$ cat src/rtl/lcd_pkg.sv
package lcd_pkg;
  typedef enum logic {
    CH_ACT = 1'b0,
    CH_DEA = 1'b1
  } lcd_ch_e;

  localparam int LCD_NUM_CH = 2;
endpackage

$ cat src/rtl/lcd_win.sv
module lcd_win #(
  parameter int WIN_BITS = 1000
) (
  input  logic clk,
  input  logic rst_n,
  input  logic cnt_en,
  output logic last_o
);
  localparam int WW = (WIN_BITS > 1) ? $clog2(WIN_BITS) : 1;

  logic [WW-1:0] pos_q, pos_d;

  assign last_o = (pos_q == WW'(WIN_BITS - 1));

  always_comb begin
    pos_d = pos_q;
    if (cnt_en) begin
      pos_d = last_o ? '0 : pos_q + WW'(1);
    end
  end

  always_ff @(posedge clk or negedge rst_n) begin
    if (!rst_n) pos_q <= '0;
    else        pos_q <= pos_d;
  end
endmodule

$ cat src/rtl/lcd_phase.sv
module lcd_phase #(
  parameter int PAT_MAX = 8,
  localparam int LW = $clog2(PAT_MAX + 1),
  localparam int PW = (PAT_MAX > 1) ? $clog2(PAT_MAX) : 1
) (
  input  logic [PAT_MAX-1:0] hist_i,
  input  logic [PAT_MAX-1:0] pat_i,
  input  logic [LW-1:0]      len_i,
  output logic [PW-1:0]      phase_o
);
  localparam int CW = $clog2(PAT_MAX + 2);

  logic [CW-1:0] cnt, best_cnt;
  logic [PW-1:0] hi, pi;
  int            ln, idx;

  always_comb begin
    ln       = int'(len_i);
    best_cnt = '1;
    phase_o  = '0;
    cnt      = '0;
    hi       = '0;
    pi       = '0;
    idx      = 0;
    for (int q = 0; q < PAT_MAX; q++) begin
      if (q < ln) begin
        cnt = '0;
        for (int j = 0; j < PAT_MAX; j++) begin
          if (j < ln) begin
            idx = q + j;
            if (idx >= ln) idx = idx - ln;
            hi = PW'(ln - 1 - j);
            pi = PW'(idx);
            if (hist_i[hi] != pat_i[pi]) cnt = cnt + CW'(1);
          end
        end
        if (cnt < best_cnt) begin
          best_cnt = cnt;
          phase_o  = PW'(q);
        end
      end
    end
  end
endmodule

$ cat src/rtl/lcd_chan.sv
module lcd_chan #(
  parameter int PAT_MAX   = 8,
  parameter int QUAL_BITS = 51200,
  parameter int WIN_BITS  = 1000,
  parameter int ERR_MAX   = 10,
  localparam int LW = $clog2(PAT_MAX + 1)
) (
  input  logic               clk,
  input  logic               rst_n,
  input  logic               cnt_en,
  input  logic               win_last,
  input  logic               rx_bit,
  input  logic [PAT_MAX-1:0] pat_i,
  input  logic [LW-1:0]      len_i,
  output logic               det_q,
  output logic               det_d
);
  localparam int PW = (PAT_MAX > 1) ? $clog2(PAT_MAX) : 1;
  localparam int QW = $clog2(QUAL_BITS + 1);
  localparam int EW = $clog2(WIN_BITS + 2);

  logic [PW-1:0]      ptr_q, ptr_d, ptr_inc, best;
  logic [PAT_MAX-1:0] hist_q, hist_d;
  logic [QW-1:0]      qual_q, qual_d, qual_sat;
  logic [EW-1:0]      err_q, err_d, err_tot;
  logic [LW-1:0]      len_eff;
  logic               mis, bad;

  always_comb begin
    if (len_i == '0)                    len_eff = LW'(1);
    else if (len_i > LW'(PAT_MAX))      len_eff = LW'(PAT_MAX);
    else                                len_eff = len_i;
  end

  assign mis      = cnt_en && (rx_bit != pat_i[ptr_q]);
  assign err_tot  = err_q + EW'(mis);
  assign bad      = win_last && (err_tot > EW'(ERR_MAX));
  assign qual_sat = (qual_q == QW'(QUAL_BITS)) ? qual_q : qual_q + QW'(1);
  assign ptr_inc  = ((LW'(ptr_q) + LW'(1)) >= len_eff) ? '0 : ptr_q + PW'(1);

  generate
    if (PAT_MAX > 1) begin : g_hist
      assign hist_d = cnt_en ? {hist_q[PAT_MAX-2:0], rx_bit} : hist_q;
    end else begin : g_hist1
      assign hist_d = cnt_en ? rx_bit : hist_q;
    end
  endgenerate

  lcd_phase #(.PAT_MAX(PAT_MAX)) u_phase (
    .hist_i (hist_d),
    .pat_i  (pat_i),
    .len_i  (len_eff),
    .phase_o(best)
  );

  always_comb begin
    ptr_d  = ptr_q;
    qual_d = qual_q;
    err_d  = err_q;
    det_d  = det_q;
    if (cnt_en) begin
      if (win_last) begin
        err_d = '0;
        if (bad) begin
          ptr_d  = best;
          qual_d = '0;
          det_d  = 1'b0;
        end else begin
          ptr_d  = ptr_inc;
          qual_d = qual_sat;
          if (qual_sat >= QW'(QUAL_BITS)) det_d = 1'b1;
        end
      end else begin
        err_d  = err_tot;
        ptr_d  = ptr_inc;
        qual_d = qual_sat;
      end
    end
  end

  always_ff @(posedge clk or negedge rst_n) begin
    if (!rst_n) begin
      ptr_q  <= '0;
      hist_q <= '0;
      qual_q <= '0;
      err_q  <= '0;
      det_q  <= 1'b0;
    end else begin
      ptr_q  <= ptr_d;
      hist_q <= hist_d;
      qual_q <= qual_d;
      err_q  <= err_d;
      det_q  <= det_d;
    end
  end
endmodule

$ cat src/rtl/loop_code_det.sv
module loop_code_det #(
  parameter int PAT_MAX   = 8,
  parameter int QUAL_BITS = 51200,
  parameter int WIN_BITS  = 1000,
  parameter int ERR_MAX   = 10,
  localparam int LW = $clog2(PAT_MAX + 1)
) (
  input  logic               clk,
  input  logic               rst_n,
  input  logic               bit_vld,
  input  logic               rx_bit,
  input  logic               frm_aligned,
  input  logic               ts0,
  input  logic [PAT_MAX-1:0] act_pat,
  input  logic [LW-1:0]      act_len,
  input  logic [PAT_MAX-1:0] dea_pat,
  input  logic [LW-1:0]      dea_len,
  output logic               act_det,
  output logic               dea_det,
  output logic               chg_irq
);
  import lcd_pkg::*;

  logic                          cnt_en, win_last, irq_d, irq_q;
  logic [PAT_MAX-1:0]            pat_a [LCD_NUM_CH];
  logic [LW-1:0]                 len_a [LCD_NUM_CH];
  logic [LCD_NUM_CH-1:0]         det_q, det_d;

  assign cnt_en = bit_vld && !(frm_aligned && ts0);

  assign pat_a[CH_ACT] = act_pat;
  assign pat_a[CH_DEA] = dea_pat;
  assign len_a[CH_ACT] = act_len;
  assign len_a[CH_DEA] = dea_len;

  lcd_win #(.WIN_BITS(WIN_BITS)) u_win (
    .clk    (clk),
    .rst_n  (rst_n),
    .cnt_en (cnt_en),
    .last_o (win_last)
  );

  generate
    for (genvar g = 0; g < LCD_NUM_CH; g++) begin : g_ch
      lcd_chan #(
        .PAT_MAX  (PAT_MAX),
        .QUAL_BITS(QUAL_BITS),
        .WIN_BITS (WIN_BITS),
        .ERR_MAX  (ERR_MAX)
      ) u_chan (
        .clk     (clk),
        .rst_n   (rst_n),
        .cnt_en  (cnt_en),
        .win_last(win_last),
        .rx_bit  (rx_bit),
        .pat_i   (pat_a[g]),
        .len_i   (len_a[g]),
        .det_q   (det_q[g]),
        .det_d   (det_d[g])
      );
    end
  endgenerate

  assign irq_d = |(det_d ^ det_q);

  always_ff @(posedge clk or negedge rst_n) begin
    if (!rst_n) irq_q <= 1'b0;
    else        irq_q <= irq_d;
  end

  assign act_det = det_q[CH_ACT];
  assign dea_det = det_q[CH_DEA];
  assign chg_irq = irq_q;
endmodule

$ cat config.mk
export PLATFORM = sky130hd
export DESIGN_NAME = loop_code_det
export DESIGN_NICKNAME = d
export VERILOG_FILES = /design/src/rtl/lcd_pkg.sv /design/src/rtl/lcd_win.sv /design/src/rtl/lcd_phase.sv /design/src/rtl/lcd_chan.sv /design/src/rtl/loop_code_det.sv
export SDC_FILE = /design/constraint.sdc
export NUM_CORES = 1
export LEC_CHECK = 0
export ABC_AREA = 0
export CAP_MARGIN = 20
export CORE_ASPECT_RATIO = 0.6
export CORE_MARGIN = 1.5
export CORE_UTILIZATION = 35
export DETAILED_ROUTE_END_ITERATION = 10
export PLACE_DENSITY_LB_ADDON = 0.3
export REMOVE_ABC_BUFFERS = 1
export SYNTH_ARGS = -nofsm -noshare
export SYNTH_HDL_FRONTEND = slang
export SYNTH_SLANG_ARGS = --single-unit
$ cat constraint.sdc
create_clock -name clk -period 23.6 [get_ports clk]
set_clock_uncertainty 0.05 [all_clocks]
set_input_delay 4.72 -clock clk [delete_from_list [all_inputs] [get_ports clk]]
set_output_delay 4.72 -clock clk [all_outputs]
set_load 0.03 [all_outputs]
After elaboration in Yosys (flattened, before gate mapping). Cells that the tools add are included.

Divide/modulo/power cells: 0. $lt $le $gt $ge: 216. Equality and inequality tests: 133. $mul: 0. Add/subtract/negate cells: 167. Muxes and demuxes: 1015. Reduce and logical (&&, ||, !) cells: 10. Shifts and indexed selects: 0. Bitwise logic cells: 1.

Operators by type and width (count): 4-bit 2-to-1 mux (370); 3-bit 2-to-1 mux (300); 3-bit by 4-bit < comparator with 1-bit output, second input constant (146); 4-bit by 1-bit adder with 4-bit output, second input constant (112); 1-bit binary-select mux with 3-bit select (146); 1-bit 2-to-1 mux (188); 1-bit inequality test (130); 16-bit 2-to-1 mux (6); 4-bit greater-or-equal comparator, first input constant (14); 4-bit < comparator (14); 3-bit subtractor, first input constant (14); 16-bit by 1-bit adder with 16-bit output, second input constant (2); 16-bit == test, second input constant (2); 16-bit greater-or-equal comparator, second input constant (2); 3-bit by 4-bit greater-or-equal comparator with 1-bit output, first input constant (8); 3-bit by 4-bit < comparator with 1-bit output, first input constant (8); 10-bit 2-to-1 mux (3); 1-bit by 3-bit subtractor with 3-bit output, first input constant (8); 2-bit by 3-bit subtractor with 3-bit output, first input constant (8); 3-bit subtractor, second input constant (8); 10-bit by 1-bit adder with 10-bit output (2); 10-bit by 4-bit > comparator with 1-bit output, second input constant (2); 1-bit by 4-bit greater-or-equal comparator with 1-bit output, first input constant (4); 2-bit by 4-bit greater-or-equal comparator with 1-bit output, first input constant (4); other kinds (17) (41).

Memories: 0. Latch bits: 0. Flip-flop bits (word level): 87. Output and inout port bits: 3. Memory bits (writable): 0. ROM bits: 0.

Depth between registers and ports, before layout.
Depth after elaboration: 65. Depth in mapped cells: 89.

Modules after synthesis. Synthesis repeated with hierarchy kept, for this count alone.

Cell total of the unflattened synthesis: 2737. Area total of the unflattened synthesis: 21594.5 um2.

Modules (own cells, without submodules): lcd_phase (g_ch[1].u_chan.u_phase) (cells an instance 1102, area each 8237.9 um2, instances 1); lcd_phase (g_ch[0].u_chan.u_phase) (cells an instance 1081, area each 8021.4 um2, instances 1); lcd_chan (cells an instance 247, area each 2361.0 um2, instances 2); lcd_win (cells an instance 55, area each 559.3 um2, instances 1); loop_code_det (cells an instance 5, area each 53.8 um2, instances 1).

Worst setup path before layout. No wires, ideal clock.

Path type: input-to-reg. From: input port act_len[0]. To: register g_ch[0].u_chan.ptr_q[0]. Cell stages on the path: 81. Slack: 3992 ps. Data arrival time: 19486 ps. Cell sequence: buf_2 o21ba_4 nor2_8 inv_2 buf_2 buf_2 ha_1 buf_1 nor4_1 a32o_1 nor3_1 nor2_1 xor2_1 inv_1 ha_1 xor2_1 inv_1 ha_1 (+45 left out) a311oi_1 o41ai_1 a21oi_2 mux2_2 ha_1 o21a_1 nor2_1 o21ai_0 a21oi_1 a31o_2 ha_1 a211oi_1 nand3b_1 and2_1 a311o_1 and4b_1 o2111a_1 nor2_1.

Longest elaborated chain between the ends: 65. Elaborated cells on any way between the ends: 673.

RTL lines: start, declared (line loop_code_det.sv:15) `input logic [LW-1:0] act_len,`; 4-bit > comparator (line lcd_chan.sv:31) `else if (len_i > LW'(PAT_MAX)) len_eff = LW'(PAT_MAX);`; 4-bit 2-to-1 mux (line lcd_chan.sv:31); 4-bit 2-to-1 mux * (line lcd_chan.sv:30) `if (len_i == '0) len_eff = LW'(1);`; 1-bit by 4-bit greater-or-equal comparator with 1-bit output or 1-bit by 3-bit subtractor with 3-bit output (tied branches) (line lcd_phase.sv:31) `if (idx >= ln) idx = idx - ln;`; 3-bit 2-to-1 mux (line lcd_phase.sv:31); 3-bit 2-to-1 mux (line lcd_phase.sv:26) `if (q < ln) begin`; 1-bit binary-select mux with 3-bit select (line lcd_phase.sv:34) `if (hist_i[hi] != pat_i[pi]) cnt = cnt + CW'(1);`; 1-bit 2-to-1 mux (not written as such) (line lcd_phase.sv:34); (+49 left out); 4-bit < comparator (line lcd_phase.sv:37) `if (cnt < best_cnt) begin`; 4-bit 2-to-1 mux (line lcd_phase.sv:37); 4-bit 2-to-1 mux (line lcd_phase.sv:26); 4-bit < comparator (line lcd_phase.sv:37); 3-bit 2-to-1 mux (line lcd_phase.sv:37); 3-bit 2-to-1 mux (line lcd_phase.sv:26); 3-bit 2-to-1 mux (line lcd_chan.sv:64) `if (bad) begin`; 3-bit 2-to-1 mux * (line lcd_chan.sv:62) `if (win_last) begin`; end signal, assigned (line lcd_chan.sv:89) `ptr_q <= ptr_d;`; end, declared (line lcd_chan.sv:22) `logic [PW-1:0] ptr_q, ptr_d, ptr_inc, best;`.

Every way passes the cells marked *; elsewhere a longest branch is shown, timed or not. The select of a mux whose other input is x is not followed. A chain may end at the register's enable or synchronous reset.

Final worst setup path.
From: input port act_len[0]. To: register g_ch[0].u_chan.ptr_q[2].

The elaborated chain is that of the path after synthesis.

==> implementation parameters <==
Parameter                              Value

Setup path
  Worst stage delay on the critical path ... 670 ps
  Path type of the worst setup path ... in2reg
  Critical Path Fanout Max ... 24
  Required time at the worst-slack endpoint ... approximately 24000 ps
  Critical Path Most Common Cell ... ha_1
  Kind of start point of the critical path ... input port
  Highest-delay cell along the critical path ... clkdlybuf4s50_1
  Critical path data arrival time ... 22500 ps
  Type of element capturing the critical path ... flop

STA
  Time the worst path needs with I/O delays and setup ... 22290 ps
  Worst hold slack across all endpoints ... 436 ps
  Final hold violation count ... 0
  Number of pins exceeding their max-slew limit in the final report ... 0
  RSZ-0062 raised after global routing ... false
  Transition time at the pin with the least slew margin ... ~1100 ps
  Number of setup violations in the final report ... 0
  Slew Limit Headroom ... between 20% and 30%
  Total negative slack ... 0 ps
  Period utilization ... between 90% and 100%
  Maximum operating frequency ... ~0.045 GHz

Global routing
  Number of antenna violations at the first check in global routing ... 0
  Final global-route overflow total ... 0
  Overall routing resource usage ... 21.1%
  First-pass GRT wire length ... between 100000 and 150000 µm
  Pin count of the biggest net entering global routing ... 69
  Via count of the first global-routing pass ... 18006

Logic synthesis
  Post-synth EDFFs ... 0
  Seq/Total Area, Yosys ... between 10% and 20%
  Cell area after synthesis ... 20000 µm²
  Top cells by count, synth ... nand2_1, xnor2_1, nor2_1, ha_1, o21ai_0
  Yosys reg bits ... 87
  Distinct cell type count of the synthesized netlist ... 112
  Async S/R FF share, synth ... 100%
  Portion of synthesized cell area occupied by the leading cell type ... 11.6%
  Cell accounting for the most synthesized area ... ha_1
  Primary flip-flop cell chosen by synthesis mapping ... dfrtp_1
  Number of instances in the synthesized netlist ... 2645
  Most frequently used cell type in the post-synthesis netlist ... nand2_1
  Avg Synthesized Cell Area ... 7.55 µm²
  Number of synthesis warnings ... 0
  Synth top area cells ... ha_1, dfrtp_1, xnor2_1

Routing
  DRC Markers ... 0
  Final antenna-violating net count ... 0
  Initial DRT Pass Iterations ... 6
  Via count ... 19811
  Routed WL per cell ... 18.8 µm
  Wire length reported by the detailed router ... 64000 µm
  First-iteration detailed-routing DRC count ... 1907
  Avg Vias per Cell ... 5.83

Placed design
  Gp weighted congestion ... 0.971
  IO buf count ... 32
  Placed wire-length estimate ... 50400 µm
  Placed Area ... 21200 µm²

Layout
  Area overhead of the layout relative to synthesis ... 7.79%
  Final net count ... 2850
  Post-route cell area ... around 22000 µm²
  Final core area utilization ... between 30% and 40%
  Count of antenna diodes in the layout ... 0
  Ratio of cells with drive above 1 in the final layout ... 8.37%

Die
  # rows ... 67
  Die Ht ... between 150 and 200 µm
  Die outline width ... 311 µm
  Area of the core ... 56100 µm²
  I/O pin count ... 33
  Initial Util ... 35.6%
  Floorplan die area ... 58500 µm²

CTS
  Library cell used as clock root buffer ... clkbuf_16
  CTS-repair resized insts ... 0
  Setup Buffers After CTS ... 0
  H-tree depth reported by CTS ... 3
  Number of buffers inserted by hold repair at cts ... 0
  Inserted Clock Buffers ... 9
  Buffer levels on the longest clock path ... 2
  Clock Pin Slew Worst Setup and Hold Paths ... 70 ps
  Clock tree from TritonCTS ... built
  Clock Sink Count ... 87
  Clock insertion delay at the later pin of the skew report ... 350 ps

Run
  Max-Cap Viols ... 0

Status
  Run status ... complete, no violations

Worst hold path
  Worst hold-check path type ... reg2reg
sequential cells by signal, summed over array words and instances, names as in the netlist:
register / flops
g_ch.u_chan.qual_q: 32
g_ch.u_chan.err_q: 20
g_ch.u_chan.hist_q: 16
u_win.pos_q: 10
g_ch.u_chan.ptr_q: 6
g_ch.u_chan.det_q: 2
chg_irq: 1
worst max-delay path: cells and delay by family:
kind / cells / cell delay, ps
xor+xnor: 4 / 880
compound gates: 27 / 6210
simple gates: 22 / 3930
fa+ha+maj: 14 / 3630
mux: 4 / 1190
buf+inv: 12 / 1900
cells in the final DEF (no fill, tap or decap), types with 13 or more instances in the layout:
| master | count |
|---|---|
| nand2_1 | 347 |
| xnor2_1 | 235 |
| nor2_1 | 203 |
| ha_1 | 185 |
| o21ai_0 | 146 |
| xor2_1 | 132 |
| inv_1 | 128 |
| a21oi_1 | 100 |
| nand3_1 | 88 |
| dfrtp_1 | 87 |
| mux2i_1 | 75 |
| nor3_1 | 73 |
| and2_1 | 50 |
| mux2_2 | 50 |
| buf_4 | 50 |
| and3_1 | 47 |
| a31oi_1 | 39 |
| nand4_1 | 39 |
| mux4_2 | 33 |
| nor2b_1 | 30 |
| clkdlybuf4s50_1 | 30 |
| nand2b_1 | 28 |
| o31ai_1 | 27 |
| o21a_1 | 25 |
| nor4_1 | 21 |
| a21o_1 | 20 |
| a211oi_1 | 19 |
| or3_1 | 17 |
| o22ai_1 | 15 |
| nand3b_1 | 13 |
per-layer routing:
metal / wire length, µm / track usage, % / share of wire, %
met1: 32700 / 33.9 / 51
met2: 24700 / 29.3 / 39
met3: 5940 / 3.49 / 9.3
met4: 675 / 2.70 / 1.1
met5: 0 / 0 / 0
stage by stage:
| step | std cells | worst slack (ps) |
|---|---|---|
| global route | 3399 | 7.97 |
| floorplan | 2543 | 3970 |
| finish | 3399 | 1310 |
| detailed placement | 3383 | 521 |
| CTS | 3399 | 816 |
| global placement | 3383 | 1400 |
cell families (layout without fill, tap and decap cells):
kind of cell	Yosys count	after routing	synth area share (%)
buffers and inverters	237	232	4.68
AND/OR/NAND/NOR	1015	1015	24.5
flip-flops	87	87	10.9
AO/OA/AOI/OAI	571	571	19.6
adder cells (fa/ha/maj)	188	188	11.7
multiplexers	165	165	10.9
XOR/XNOR	382	382	17.7
worst paths after layout:
kind	startpoint	endpoint	slack (ps)	cells past startpoint
min reg2reg	g_ch[1].u_chan.err_q[0]	g_ch[1].u_chan.err_q[0]	440	2
max	act_len[0]	g_ch[0].u_chan.ptr_q[2]	1310	83
min in group asynchronous	rst_n	g_ch[1].u_chan.det_q	4190	1
max in group asynchronous	rst_n	g_ch[0].u_chan.hist_q[3]	18120	2
max reg2reg	g_ch[0].u_chan.hist_q[4]	g_ch[0].u_chan.ptr_q[2]	6980	78
min	g_ch[1].u_chan.err_q[0]	g_ch[1].u_chan.err_q[0]	440	2
area by class of cell:
class / count / area, µm²
Sequential cell: 87 / 2180
Inverter: 135 / 507
Fill cell: 5673 / 34600
Multi-Input combinational cell: 2321 / 16900
Tap cell: 759 / 950
Clock buffer: 9 / 225
Timing Repair Buffer: 81 / 688
Clock inverter: 7 / 105
Power is not shown: default switching activity piles up to over one toggle a cycle in this logic, so the estimate is an artifact.
